==> config.mk <==
export PLATFORM = sky130hd
export DESIGN_NAME = pt_walker
export DESIGN_NICKNAME = d
export VERILOG_FILES = /design/src/rtl/ptw_pkg.sv /design/src/rtl/ptw_ent_addr.sv /design/src/rtl/ptw_pte_dec.sv /design/src/rtl/ptw_ctrl.sv /design/src/rtl/pt_walker.sv
export SDC_FILE = /design/constraint.sdc
export NUM_CORES = 1
export LEC_CHECK = 0
export BUFFER_PORTS_ARGS = -buffer_cell sky130_fd_sc_hd__buf_2
export CORE_ASPECT_RATIO = 0.7
export CORE_UTILIZATION = 40
export CTS_CLUSTER_SIZE = 25
export DETAILED_ROUTE_END_ITERATION = 7
export GPL_TIMING_DRIVEN = 0
export HOLD_SLACK_MARGIN = 0.05
export SYNTH_ARGS = -nofsm -noshare
export SYNTH_HDL_FRONTEND = slang
export SYNTH_HIERARCHICAL = 1
export SYNTH_SLANG_ARGS = --single-unit
==> constraint.sdc <==
create_clock -name clk_i -period 3.46 [get_ports clk_i]
set_input_delay 0.346 -clock clk_i [delete_from_list [all_inputs] [get_ports clk_i]]
set_output_delay 0.346 -clock clk_i [all_outputs]
set_load 0.01 [all_outputs]
==> src/rtl/ptw_pkg.sv <==
package ptw_pkg;
  typedef enum logic [2:0] {
    ST_IDLE,
    ST_RD_OUTER,
    ST_WT_OUTER,
    ST_RD_INNER,
    ST_WT_INNER,
    ST_DONE,
    ST_FAULT
  } walk_state_e;

  localparam int unsigned LEVELS = 2;
endpackage

==> src/rtl/ptw_ent_addr.sv <==
module ptw_ent_addr #(
  parameter int unsigned PA_W    = 52,
  parameter int unsigned IDX_W   = 10,
  parameter int unsigned ENT_BYTES = 8
) (
  input  logic [PA_W-1:0]  base_i,
  input  logic [IDX_W-1:0] idx_i,
  output logic [PA_W-1:0]  addr_o
);
  localparam int unsigned ENT_SH = $clog2(ENT_BYTES);

  assign addr_o = base_i + (PA_W'(idx_i) << ENT_SH);
endmodule

==> src/rtl/ptw_pte_dec.sv <==
module ptw_pte_dec #(
  parameter int unsigned PTE_W = 64,
  parameter int unsigned PA_W  = 52,
  parameter int unsigned OFF_W = 12
) (
  input  logic [PTE_W-1:0]      pte_i,
  output logic                  present_o,
  output logic [PA_W-OFF_W-1:0] ppn_o
);
  logic unused_pte_bits;

  assign present_o = pte_i[0];
  assign ppn_o     = pte_i[PA_W-1:OFF_W];
  // status and reserved bits carry no meaning here
  assign unused_pte_bits = ^{pte_i[PTE_W-1:PA_W], pte_i[OFF_W-1:1]};
endmodule

==> src/rtl/ptw_ctrl.sv <==
module ptw_ctrl
  import ptw_pkg::*;
(
  input  logic        clk_i,
  input  logic        rst_ni,
  input  logic        req_valid_i,
  input  logic        mem_req_ready_i,
  input  logic        mem_rsp_valid_i,
  input  logic        pte_present_i,
  output walk_state_e state_o
);
  walk_state_e state_q, state_d;

  always_comb begin
    state_d = state_q;
    unique case (state_q)
      ST_IDLE:     if (req_valid_i) state_d = ST_RD_OUTER;
      ST_RD_OUTER: if (mem_req_ready_i) state_d = ST_WT_OUTER;
      ST_WT_OUTER: if (mem_rsp_valid_i) state_d = pte_present_i ? ST_RD_INNER : ST_FAULT;
      ST_RD_INNER: if (mem_req_ready_i) state_d = ST_WT_INNER;
      ST_WT_INNER: if (mem_rsp_valid_i) state_d = pte_present_i ? ST_DONE : ST_FAULT;
      ST_DONE, ST_FAULT: state_d = ST_IDLE;
      default:     state_d = ST_IDLE;
    endcase
  end

  always_ff @(posedge clk_i or negedge rst_ni) begin
    if (!rst_ni) state_q <= ST_IDLE;
    else         state_q <= state_d;
  end

  assign state_o = state_q;
endmodule

==> src/rtl/pt_walker.sv <==
module pt_walker
  import ptw_pkg::*;
#(
  parameter int unsigned VA_W      = 32,
  parameter int unsigned OFF_W     = 12,
  parameter int unsigned PA_W      = 52,
  parameter int unsigned PTE_W     = 64,
  parameter int unsigned ENT_BYTES = 8
) (
  input  logic             clk_i,
  input  logic             rst_ni,
  input  logic             req_valid_i,
  output logic             req_ready_o,
  input  logic [VA_W-1:0]  req_vaddr_i,
  input  logic [PA_W-1:0]  req_root_i,
  output logic             mem_req_valid_o,
  input  logic             mem_req_ready_i,
  output logic [PA_W-1:0]  mem_req_addr_o,
  input  logic             mem_rsp_valid_i,
  input  logic [PTE_W-1:0] mem_rsp_data_i,
  output logic             rsp_valid_o,
  output logic             rsp_fault_o,
  output logic             rsp_fault_lvl_o,
  output logic [PA_W-1:0]  rsp_paddr_o
);
  localparam int unsigned IDX_W = (VA_W - OFF_W) / LEVELS;
  localparam int unsigned PPN_W = PA_W - OFF_W;

  walk_state_e state;
  logic [VA_W-1:0]  vaddr_q;
  logic [PA_W-1:0]  root_q, inner_base_q;
  logic [PPN_W-1:0] frame_q;
  logic             fault_lvl_q;
  logic             pte_present;
  logic [PPN_W-1:0] pte_ppn;

  logic [PA_W-1:0]  lvl_base [LEVELS];
  logic [IDX_W-1:0] lvl_idx  [LEVELS];
  logic [PA_W-1:0]  lvl_addr [LEVELS];

  ptw_ctrl u_ctrl (
    .clk_i,
    .rst_ni,
    .req_valid_i,
    .mem_req_ready_i,
    .mem_rsp_valid_i,
    .pte_present_i (pte_present),
    .state_o       (state)
  );

  ptw_pte_dec #(.PTE_W(PTE_W), .PA_W(PA_W), .OFF_W(OFF_W)) u_dec (
    .pte_i     (mem_rsp_data_i),
    .present_o (pte_present),
    .ppn_o     (pte_ppn)
  );

  assign lvl_base[0] = root_q;
  assign lvl_base[1] = inner_base_q;

  // level 0 takes the top index field, the last level the one above the offset
  for (genvar g = 0; g < LEVELS; g++) begin : g_lvl
    assign lvl_idx[g] = vaddr_q[VA_W-1-g*IDX_W -: IDX_W];
    ptw_ent_addr #(.PA_W(PA_W), .IDX_W(IDX_W), .ENT_BYTES(ENT_BYTES)) u_addr (
      .base_i (lvl_base[g]),
      .idx_i  (lvl_idx[g]),
      .addr_o (lvl_addr[g])
    );
  end

  always_ff @(posedge clk_i or negedge rst_ni) begin
    if (!rst_ni) begin
      vaddr_q      <= '0;
      root_q       <= '0;
      inner_base_q <= '0;
      frame_q      <= '0;
      fault_lvl_q  <= 1'b0;
    end else begin
      if (state == ST_IDLE && req_valid_i) begin
        vaddr_q <= req_vaddr_i;
        root_q  <= req_root_i;
      end
      if (state == ST_WT_OUTER && mem_rsp_valid_i) begin
        inner_base_q <= {pte_ppn, {OFF_W{1'b0}}};
        fault_lvl_q  <= 1'b0;
      end
      if (state == ST_WT_INNER && mem_rsp_valid_i) begin
        frame_q     <= pte_ppn;
        fault_lvl_q <= 1'b1;
      end
    end
  end

  assign req_ready_o     = (state == ST_IDLE);
  assign mem_req_valid_o = (state == ST_RD_OUTER) || (state == ST_RD_INNER);
  assign mem_req_addr_o  = (state == ST_RD_INNER) ? lvl_addr[1] : lvl_addr[0];
  assign rsp_valid_o     = (state == ST_DONE) || (state == ST_FAULT);
  assign rsp_fault_o     = (state == ST_FAULT);
  assign rsp_fault_lvl_o = fault_lvl_q;
  assign rsp_paddr_o     = {frame_q, vaddr_q[OFF_W-1:0]};


  mem_req_hold_chk: assert property (@(posedge clk_i) disable iff (!rst_ni)
    mem_req_valid_o && !mem_req_ready_i |=> mem_req_valid_o && $stable(mem_req_addr_o));


  rsp_pulse_chk: assert property (@(posedge clk_i) disable iff (!rst_ni)
    rsp_valid_o |=> !rsp_valid_o && req_ready_o);


  busy_not_ready_chk: assert property (@(posedge clk_i) disable iff (!rst_ni)
    mem_req_valid_o |-> !req_ready_o);


  accept_starts_walk_chk: assert property (@(posedge clk_i) disable iff (!rst_ni)
    req_valid_i && req_ready_o |=> mem_req_valid_o && !req_ready_o);


  no_req_while_rsp_chk: assert property (@(posedge clk_i) disable iff (!rst_ni)
    rsp_valid_o |-> !mem_req_valid_o);
endmodule

==> flow_summary_export.csv, run 1 <==
group,metric,value,unit
outcome,status,"completed",
clocking,root_buffer,"clkbuf_16",
yosys,synth_top_family_by_area,"multiplexers",
yosys,synth_area_leaders,"dfrtp_1 (39%), mux2_2 (15%), mux2_4 (9.6%)",
global_route,grt_pass1_wl,43800,µm
die,die_w,199,µm
yosys,yosysWarnings,6,
global_route,antenna_found_initial,2,
worst_setup_path,worst_setup_path_end_kind,"output pin",
routing,first_iter_violations,352,
die,fp.dieH,140,µm
sta,period_minus_slack,3.34,ns
final_layout,layout.nets,1291,
global_route,grt_pass1_vias,7292,
worst_setup_path,crit_required,3.11,ns
place,place_area,0.0123,mm²
power,powerDensity,1040,mW/mm²
clocking,cts.sinks,168,
routing,detail_route.vias_per_cell,4.98,
yosys,synth_xor_area_share,7.52,%
final_layout,antenna_cells,0,
run,drv_cap,0,
worst_setup_path,cp-start-kind,"register",
sta,setup_viol,0,
routing,route.detailed.drc,0,
worst_setup_path,path_cells,"ha_1, fa_1, a21oi_2, o211ai_1, a211o_1, buf_2, nand4_1, xnor2_1, mux2_2, buf_2",
final_layout,fin_util,49.6,%
worst_setup_path,critPathMaxStageDelay,0.42,ns
clocking,clk_pin_slew,0.07,ns
die,dieArea,0.0277,mm²
die,pin_count,262,
place,finalWeightedCongestion,0.879,
yosys,synth_top_cell_by_area,"dfrtp_1",
routing,drt-pass1-iter-count,4,
worst_setup_path,startpoint,"root_q[3]",
worst_setup_path,r2r_setup_slack,1.53,ns
yosys,syn_area,0.0108,mm²
yosys,postSynthCellCount,885,
clocking,insertion_delay,0.43,ns
hold_path,hold_depth,2,
die,core_area,0.0261,mm²
final_layout,fin_area,0.0129,mm²
clocking,cts_tree,"yes",
yosys,synth_cell_type_count,60,
routing,ant_nets,0,
worst_setup_path,rr_endpoint,"frame_q[12]",
worst_setup_path,cpMaxStageDelayCell,"fa_1",
power,p_total,13.4,mW
sta,setup_tns,0,ns
hold_path,min_from,"mem_rsp_data_i[17]",
place,dpl.hpwl,21900,µm
yosys,ys_seq_area_share,38.8,%
die,num_rows,49,
sta,finalHoldViolations,0,
global_route,track_usage,21.0,%
sta,skew,0.00854,ns
global_route,grt_overflow,0,
sta,fin_crit_sh,96.5,%
worst_setup_path,crit_arrival,2.99,ns
yosys,synth_top_area_share,38.8,%
hold_path,min_to,"inner_base_q[17]",
power,p_leak,5.86,nW
worst_setup_path,worstPathMaxFanout,10,
yosys,synth-simple-area-share,10.9,%
yosys,synthMuxAreaShare,25.1,%
place,io_buffers,197,
sta,rsz0062_at_grt,"no",
power,ir_drop,377,µV
routing,num_vias,7399,
yosys,synthArstFlopShare,100,%
yosys,synth_edf_count,0,
yosys,synthFlopType,"dfrtp_1",
worst_setup_path,cpMostUsedCell,"buf_2",
sta,drv_slew,0,
worst_setup_path,crit_type,"register to output pin",
worst_setup_path,reg2reg_from,"u_ctrl/state_o[0]",
clocking,clockBufferDepth,2,
sta,tightestPinTransition,0.694,ns
hold_path,worstHoldPathType,"primary input to register",
sta,whs,0.140,ns
routing,wl,28400,µm
yosys,synth-seq-cells,168,
yosys,synth_fa_ha_area_share,2.77,%
final_layout,drive_gt1_share,51.7,%
yosys,syn_area_per_cell,12.2,µm²
routing,wl_per_cell,19.1,µm
sta,slew_headroom,53.7,%
global_route,grt_start_max_net_pins,89,
die,start_util,41.5,%
clocking,h-tree-depth,4,
final_layout,synthToLayoutAreaGrowth,19.6,%
yosys,synth_compound_area_share,6.14,%
sta,max_freq,300,MHz
clocking,cts_buffers,17,
worst_setup_path,reg2reg_depth,4,
==> cells in the mapped netlist, drive strengths merged, types with 5 or more instances <==
| cell | instances |
|---|---|
| mux2 | 217 |
| dfrtp | 168 |
| buf | 99 |
| xnor2 | 50 |
| nand2 | 44 |
| xor2 | 43 |
| a21oi | 38 |
| nand4 | 34 |
| nand3 | 26 |
| a211oi | 20 |
| ha | 20 |
| and3 | 18 |
| inv | 17 |
| o21ai | 11 |
| nand4b | 10 |
| nor2 | 9 |
| nor4 | 7 |
| nor3 | 5 |
==> worst max path at each step <==
stage | slack [ns] | to | cells after the start
floorplan | 0.99 | mem_req_addr_o[33] | 9
global placement | -0.83 | root_q[20] | 1
detailed placement | 0.48 | mem_req_addr_o[14] | 9
CTS | 0.1 | mem_req_addr_o[51] | 10
global route | 0.01 | mem_req_addr_o[50] | 9
finish | 0.12 | mem_req_addr_o[51] | 10
==> final cells by class <==
type	instances	area [µm²]
repair buffers	201	1060
inverters	17	63.8
fillers	2465	13200
plain buffers	100	868
multi-input cells	611	5740
clock inverters	10	86.3
clock buffers	22	474
well taps	357	447
flip-flops and latches	168	4200
==> logic make-up after synthesis <==
kind of cell | after synthesis
adder cells (fa/ha/maj) | 23
buffers and inverters | 118
AO/OA/AOI/OAI | 92
other | 1
XOR/XNOR | 93
flip-flops | 168
AND/OR/NAND/NOR | 171
multiplexers | 219
==> cell usage in the layout (no fill, tap or decap), types with 3 or more instances in the layout <==
cell,netlist,layout
a211oi_1,16,16
a211oi_2,4,4
a21o_1,4,4
a21oi_1,36,35
and3_1,18,18
and4_1,4,4
buf_12,7,8
buf_2,9,205
buf_4,68,69
buf_6,15,15
clkbuf_1,2,3
clkbuf_16,0,17
clkbuf_8,0,3
conb_1,1,13
dfrtp_1,168,168
ha_1,20,20
inv_1,16,16
inv_6,0,3
mux2_2,146,146
mux2_4,69,69
nand2_1,41,41
nand2_2,3,3
nand3_1,22,22
nand3_4,4,4
nand4_1,30,30
nand4b_1,10,10
nor2_1,9,9
nor3_1,4,4
nor4_4,7,7
o21ai_0,11,11
xnor2_1,50,50
xor2_1,43,43
==> worst max-delay path: cells and delay by family (launching register included) <==
kind | cells | cell delay [ns]
XOR/XNOR | 1 | 0.09
AND/OR/NAND/NOR | 1 | 0.19
AO/OA/AOI/OAI | 3 | 0.64
adder cells (fa/ha/maj) | 2 | 0.65
buffers and inverters | 2 | 0.36
flip-flops | 1 | 0.38
multiplexers | 1 | 0.26
==> flip-flops by register name, indices dropped and copies added (netlist names) <==
name / flops
root_q: 52
u_ctrl/state_o: 3
rsp_fault_lvl_o: 1
frame_q: 40
inner_base_q: 40
vaddr_q: 32
==> power by group <==
group          switching, mW  internal [mW]
combinational           3.70           3.83
sequential              1.08           2.97
clock                  0.852          0.995
==> per-layer routing <==
| layer | wire, µm | vias to the layer above | GRT usage [%] |
|---|---|---|---|
| met5 | 23 | - | 0 |
| met4 | 366 | 4 | 4.66 |
| met3 | 1330 | 22 | 4.31 |
| met2 | 11700 | 189 | 29.6 |
| met1 | 15000 | 3599 | 32.4 |
| li1 | - | 3585 | - |
==> timing repair <==
item                                   in CTS  in global routing
pin swaps                                   0                  1
buffers inserted                            0                  2
hold buffers                                1                  0
gates resized for setup                     1                  1
setup endpoints to repair                   1                 14
endpoints found under the hold margin      87                  0
==> metrics by stage <==
step           std cells  setup WS (ns)
6_report            1486          0.122
5_1_grt             1486         0.0112
4_1_cts             1485         0.0995
3_5_place_dp        1452          0.478
3_3_place_gp        1451         -0.834
2_1_floorplan        897          0.994
Note: power is estimated with default switching activity, not from simulation.
==> run 2, diff against run 1 <==
--- a/config.mk
+++ b/config.mk
@@ -5,12 +5,11 @@
 export SDC_FILE = /design/constraint.sdc
 export NUM_CORES = 1
 export LEC_CHECK = 0
-export BUFFER_PORTS_ARGS = -buffer_cell sky130_fd_sc_hd__buf_2
-export CORE_ASPECT_RATIO = 0.7
+export CORE_ASPECT_RATIO = 0.9
 export CORE_UTILIZATION = 40
 export CTS_CLUSTER_SIZE = 25
 export DETAILED_ROUTE_END_ITERATION = 7
-export GPL_TIMING_DRIVEN = 0
+export DONT_BUFFER_PORTS = 1
 export HOLD_SLACK_MARGIN = 0.05
 export SYNTH_ARGS = -nofsm -noshare
 export SYNTH_HDL_FRONTEND = slang
==> run 2 against run 1 <==
The flow now finishes with violations (hold timing). Sequential share of layout area rose by 1.5 points. Non-clock buffer count fell by 170. Power fell by 9.1%. Largest cell class unchanged. Largest power group unchanged.
==> flow_summary_export.csv, run 2 (same netlist as run 1, synthesis figures left out) <==
group,metric,value,unit
outcome,status,"finished with violations",
outcome,failed_checks,"hold timing",
routing,detail_route.vias_per_cell,5.24,
place,io_buffers,0,
power,powerDensity,987,mW/mm²
worst_setup_path,path_cells,"ha_1, nand2_1, o211ai_2, nand4_4, a211oi_1, xor2_1, mux2_2",
worst_setup_path,crit_cells,7,
die,dieArea,0.0277,mm²
worst_setup_path,r2r_setup_slack,1.13,ns
die,pin_count,262,
final_layout,fillers,2405,
routing,wl,25500,µm
die,num_rows,56,
worst_setup_path,rr_endpoint,"vaddr_q[28]",
hold_path,worstHoldPathType,"primary input to asynchronous set/reset pin",
routing,wl_per_cell,19.5,µm
die,fp.dieH,158,µm
sta,period_minus_slack,3.31,ns
sta,max_freq,302,MHz
clocking,clockBufferDepth,2,
place,finalWeightedCongestion,0.748,
power,p_total,12.2,mW
worst_setup_path,worstPathMaxFanout,19,
clocking,insertion_delay,0.43,ns
worst_setup_path,reg2reg_from,"u_ctrl/state_o[2]",
global_route,track_usage,18.6,%
final_layout,antenna_cells,0,
clocking,cts_tree,"yes",
worst_setup_path,critical_path_buf_inv_count,0,
routing,route.detailed.drc,0,
clocking,cts.sinks,168,
clocking,cts_setup_buffers,0,
worst_setup_path,crit_arrival,2.97,ns
worst_setup_path,cp-start-kind,"register",
global_route,grt_pass1_wl,39500,µm
global_route,grt_start_max_net_pins,169,
routing,num_vias,6852,
sta,slew_headroom,43.5,%
sta,tightestPinTransition,0.841,ns
global_route,grt_overflow,0,
die,die_w,175,µm
final_layout,top_regs,"root_q x52, frame_q x40, inner_base_q x40",
final_layout,drive_gt1_share,30.9,%
worst_setup_path,cpMaxStageDelayCell,"nand4_4",
clocking,h-tree-depth,4,
die,start_util,41.1,%
final_layout,largest_reg_flops,52,
run,drv_cap,0,
sta,setup_viol,0,
worst_setup_path,reg2reg_depth,4,
global_route,antenna_found_initial,0,
final_layout,layout.nets,1121,
final_layout,synthToLayoutAreaGrowth,14.2,%
routing,ant_nets,0,
sta,skew,0.00948,ns
clocking,clk_pin_slew,0.07,ns
worst_setup_path,worst_setup_path_end_kind,"output pin",
global_route,grt_pass1_vias,7000,
final_layout,layout_common_cells,"dfrtp_1 (168), mux2_2 (146), dlygate4sd3_1 (122)",
worst_setup_path,critPathMaxStageDelay,0.41,ns
sta,setup_tns,0,ns
power,ir_drop,489,µV
worst_setup_path,startpoint,"vaddr_q[25]",
sta,whs,-0.391,ns
place,dpl.hpwl,17500,µm
routing,drt-pass1-iter-count,4,
die,core_area,0.0263,mm²
sta,drv_slew,0,
worst_setup_path,crit_type,"register to output pin",
worst_setup_path,crit_family,"compound AO/OA/AOI/OAI gates",
routing,first_iter_violations,363,
power,p_leak,5.09,nW
sta,rsz0062_at_grt,"no",
final_layout,final_common_cell,"dfrtp_1",
worst_setup_path,crit_required,3.11,ns
sta,fin_crit_sh,95.8,%
final_layout,top_register,"root_q",
clocking,cts_buffers,17,
clocking,root_buffer,"clkbuf_16",
sta,finalHoldViolations,168,
worst_setup_path,crit_end,"mem_req_addr_o[48]",
==> run 2: cell count changes in the layout (fill, tap and decap cells not counted), moves of 2 or more <==
| cell | delta |
|---|---|
| clkbuf_1 | -3 |
| bufinv_16 | +2 |
| buf_12 | -5 |
| buf_2 | -205 |
| dlygate4sd3_1 | +121 |
| buf_6 | -15 |
| buf_4 | -63 |
| clkinv_2 | +2 |
==> run 2: worst register-to-register path, stage by stage, from the launching register on <==
cell	delay, ns
dfrtp_1	0.58
nor3_2	0.38
and2_4	0.54
buf_12	0.32
mux2_2	0.39
==> run 2: worst min-delay path by stage <==
stage	from	endpoint	slack, ns
2_1_floorplan	rst_ni	frame_q[0]	0.05
3_3_place_gp	rst_ni	u_ctrl/state_o[1]	0.05
3_5_place_dp	rst_ni	u_ctrl/state_o[1]	0.06
4_1_cts	rst_ni	root_q[1]	-0.42
5_1_grt	rst_ni	root_q[1]	-0.42
6_report	rst_ni	u_ctrl/state_o[1]	-0.39
==> run 2: timing repair <==
item	4_1_cts	5_1_grt
hold buffers	121	1
setup endpoints to repair	18	10
resized for setup	1	1
hold endpoints to repair	329	169
==> run 2: final cells by class <==
class	instances	area [µm²]	share of cell area [%]
clock inverter	13	144	1.16
tap	348	435	3.52
multi-input combinational	611	5740	46.4
clock buffer	19	453	3.66
inverter	17	63.8	0.516
timing repair buffer	131	1330	10.7
sequential	168	4200	34.0
==> run 2: per-layer routing <==
metal  track usage (%)  wire length, µm  part of all wire, %
met4              5.05              288                  1.1
met3              4.97             1520                  5.9
met5                 0                0                    0
met2              29.4            12000                   47
met1              25.0            11700                   46
==> run 2: report_power, final <==
part	leakage (nW)	internal (mW)	switching, mW	total, mW
sequential	2.00	2.97	1.27	4.24
combinational	2.79	2.93	3.07	6.00
clock	0.288	1.11	0.861	1.97
total	5.09	7.01	5.20	12.2
==> run 2: per-stage QoR <==
step / setup slack (ns) / hold slack, ns / area [µm²] / util [%] / std cells
floorplan: 0.994 / 0.0504 / 10900 / - / 897
finish: 0.145 / -0.391 / 12400 / 46.9 / 1307
CTS: 0.101 / -0.420 / 12400 / 46.9 / 1306
global placement: 0.428 / 0.0543 / 10500 / 40.0 / 1153
global route: 0.0141 / -0.421 / 12400 / 46.9 / 1307
detailed placement: 0.437 / 0.0560 / 10500 / 40.0 / 1153
==> run 3, diff against run 2 <==
--- a/config.mk
+++ b/config.mk
@@ -5,12 +5,15 @@
 export SDC_FILE = /design/constraint.sdc
 export NUM_CORES = 1
 export LEC_CHECK = 0
+export CELL_PAD_IN_SITES_DETAIL_PLACEMENT = 1
+export CELL_PAD_IN_SITES_GLOBAL_PLACEMENT = 2
 export CORE_ASPECT_RATIO = 0.9
 export CORE_UTILIZATION = 40
 export CTS_CLUSTER_SIZE = 25
 export DETAILED_ROUTE_END_ITERATION = 7
 export DONT_BUFFER_PORTS = 1
 export HOLD_SLACK_MARGIN = 0.05
+export PLACE_DENSITY_LB_ADDON = 0.1
 export SYNTH_ARGS = -nofsm -noshare
 export SYNTH_HDL_FRONTEND = slang
 export SYNTH_HIERARCHICAL = 1
==> run 3 against run 2 <==
The flow still finishes with violations (hold timing). Largest cell class unchanged. Critical path type unchanged. Sequential share of layout area decreased by 0.22 points. Critical endpoint is now mem_req_addr_o[49]. Routed wire length increased by 8.9%. Via count increased by 1.8%. First-iteration DRC count decreased by 16%. Setup slack improved by 0.087 ns. Maximum frequency increased by 2.7%. Sequential power about the same. Critical path depth increased by 1. Core utilization increased by 0.30 points. Clock power about the same. Cell count increased by 0.69%. Cell area increased by 0.64%.
==> flow_summary_export.csv, run 3 (same netlist as run 1, synthesis figures left out) <==
group,metric,value,unit
final_layout,final_common_cell,"dfrtp_1",
worst_setup_path,worst_setup_path_end_kind,"output pin",
global_route,antenna_found_initial,0,
routing,num_vias,6975,
sta,skew,0.00652,ns
sta,slew_headroom,56.5,%
power,p_leak,5.12,nW
global_route,track_usage,20.6,%
place,dpl.hpwl,19400,µm
worst_setup_path,path_cells,"ha_1, fa_1, a21oi_1, o211ai_1, a211o_4, nand4b_1, xnor2_1, mux2_2",
final_layout,final-seq-area,0.00420,mm²
final_layout,fin_util,47.2,%
sta,period_minus_slack,3.23,ns
die,dieArea,0.0277,mm²
final_layout,multi_input_area,0.00574,mm²
global_route,grt_overflow,0,
worst_setup_path,worstPathMaxFanout,20,
clocking,clockBufferDepth,2,
sta,drv_slew,0,
worst_setup_path,reg2reg_depth,4,
die,start_util,41.1,%
sta,max_freq,310,MHz
place,finalWeightedCongestion,0.824,
sta,finalHoldViolations,168,
die,die_w,175,µm
die,num_rows,56,
run,drv_cap,0,
routing,ant_nets,0,
final_layout,top_regs,"root_q x52, frame_q x40, inner_base_q x40",
sta,rsz0062_at_grt,"no",
power,p_total,12.3,mW
final_layout,layout_common_cells,"dfrtp_1 (168), mux2_2 (146), dlygate4sd3_1 (126)",
worst_setup_path,critPathMaxStageDelay,0.48,ns
final_layout,largest_reg_flops,52,
routing,route.detailed.drc,0,
worst_setup_path,crit_required,3.11,ns
worst_setup_path,rr_endpoint,"root_q[6]",
global_route,grt_start_max_net_pins,169,
sta,fin_crit_sh,93.3,%
routing,first_iter_violations,304,
final_layout,drive_gt1_share,31.0,%
power,powerDensity,992,mW/mm²
routing,wl,27800,µm
clocking,cts.sinks,168,
hold_path,worstHoldPathType,"primary input to asynchronous set/reset pin",
clocking,cts_tree,"yes",
worst_setup_path,r2r_setup_slack,1.09,ns
worst_setup_path,crit_family,"compound AO/OA/AOI/OAI gates",
routing,drt-pass1-iter-count,4,
final_layout,layout.nets,1131,
clocking,insertion_delay,0.44,ns
global_route,grt_pass1_vias,7588,
die,fp.dieH,158,µm
clocking,h-tree-depth,4,
sta,tightestPinTransition,0.652,ns
clocking,clk_pin_slew,0.07,ns
worst_setup_path,critical_path_buf_inv_count,0,
die,pin_count,262,
final_layout,fillers,2788,
global_route,grt_pass1_wl,43700,µm
worst_setup_path,crit_arrival,2.88,ns
final_layout,top_register,"root_q",
sta,whs,-0.402,ns
power,ir_drop,386,µV
clocking,root_buffer,"clkbuf_16",
outcome,status,"finished with violations",
worst_setup_path,crit_type,"register to output pin",
place,io_buffers,0,
routing,wl_per_cell,21.1,µm
worst_setup_path,cpMaxStageDelayCell,"a211o_4",
routing,detail_route.vias_per_cell,5.30,
sta,setup_viol,0,
worst_setup_path,reg2reg_from,"u_ctrl/state_o[0]",
sta,setup_tns,0,ns
outcome,failed_checks,"hold timing",
die,core_area,0.0263,mm²
clocking,cts_buffers,17,
final_layout,synthToLayoutAreaGrowth,15.0,%
final_layout,antenna_cells,0,
worst_setup_path,cp-start-kind,"register",
==> run 3: final cells by class <==
type | instances | area share (%)
multi-input combinational | 611 | 46.1
clock inverter | 10 | 0.965
clock buffer | 21 | 3.78
timing repair buffer | 141 | 11.3
sequential | 168 | 33.8
tap | 348 | 3.50
inverter | 17 | 0.513
==> run 3: worst max path at each step <==
stage / startpoint / to / slack (ns) / cells after the start
finish: root_q[3] / mem_req_addr_o[49] / 0.23 / 8
global route: root_q[3] / mem_req_addr_o[49] / 0.07 / 8
floorplan: root_q[3] / mem_req_addr_o[33] / 0.99 / 9
CTS: root_q[3] / mem_req_addr_o[23] / 0.12 / 8
detailed placement: root_q[3] / mem_req_addr_o[23] / 0.44 / 8
global placement: root_q[3] / mem_req_addr_o[49] / 0.47 / 8
==> run 3: repair_timing <==
| action | CTS | global route |
|---|---|---|
| cloned | 0 | 0 |
| gates resized for setup | 1 | 1 |
| hold buffers | 123 | 3 |
| pin swaps | 0 | 1 |
| endpoints found under the hold margin | 329 | 171 |
| setup buffers | 0 | 3 |
| setup endpoints to repair | 18 | 3 |
==> run 3: layer usage <==
| layer | track usage (%) | wire length [µm] | share of wire, % | vias to the layer above |
|---|---|---|---|---|
| li1 | - | - | - | 3257 |
| met1 | 27.4 | 12900 | 46 | 3546 |
| met2 | 33.2 | 13200 | 47 | 153 |
| met3 | 5.62 | 1420 | 5.1 | 19 |
| met4 | 4.93 | 328 | 1.2 | 0 |
| met5 | 0 | 0 | 0 | - |
==> run 3: report_power, final <==
group / switching, mW / internal (mW) / leakage [nW] / total [mW]
clock network: 0.827 / 1.12 / 0.274 / 1.95
registers: 1.26 / 2.97 / 2.00 / 4.23
logic: 3.20 / 2.97 / 2.84 / 6.16
==> run 3: through the flow <==
step           instance area [µm²]  instances  worst slack, ns  hold WS, ns
5_1_grt                      12400       1316           0.0697       -0.433
3_5_place_dp                 10600       1156            0.439       0.0565
6_report                     12400       1316            0.232       -0.402
2_1_floorplan                10900        897            0.994       0.0504
4_1_cts                      12400       1310            0.121       -0.424
3_3_place_gp                 10600       1156            0.466       0.0550
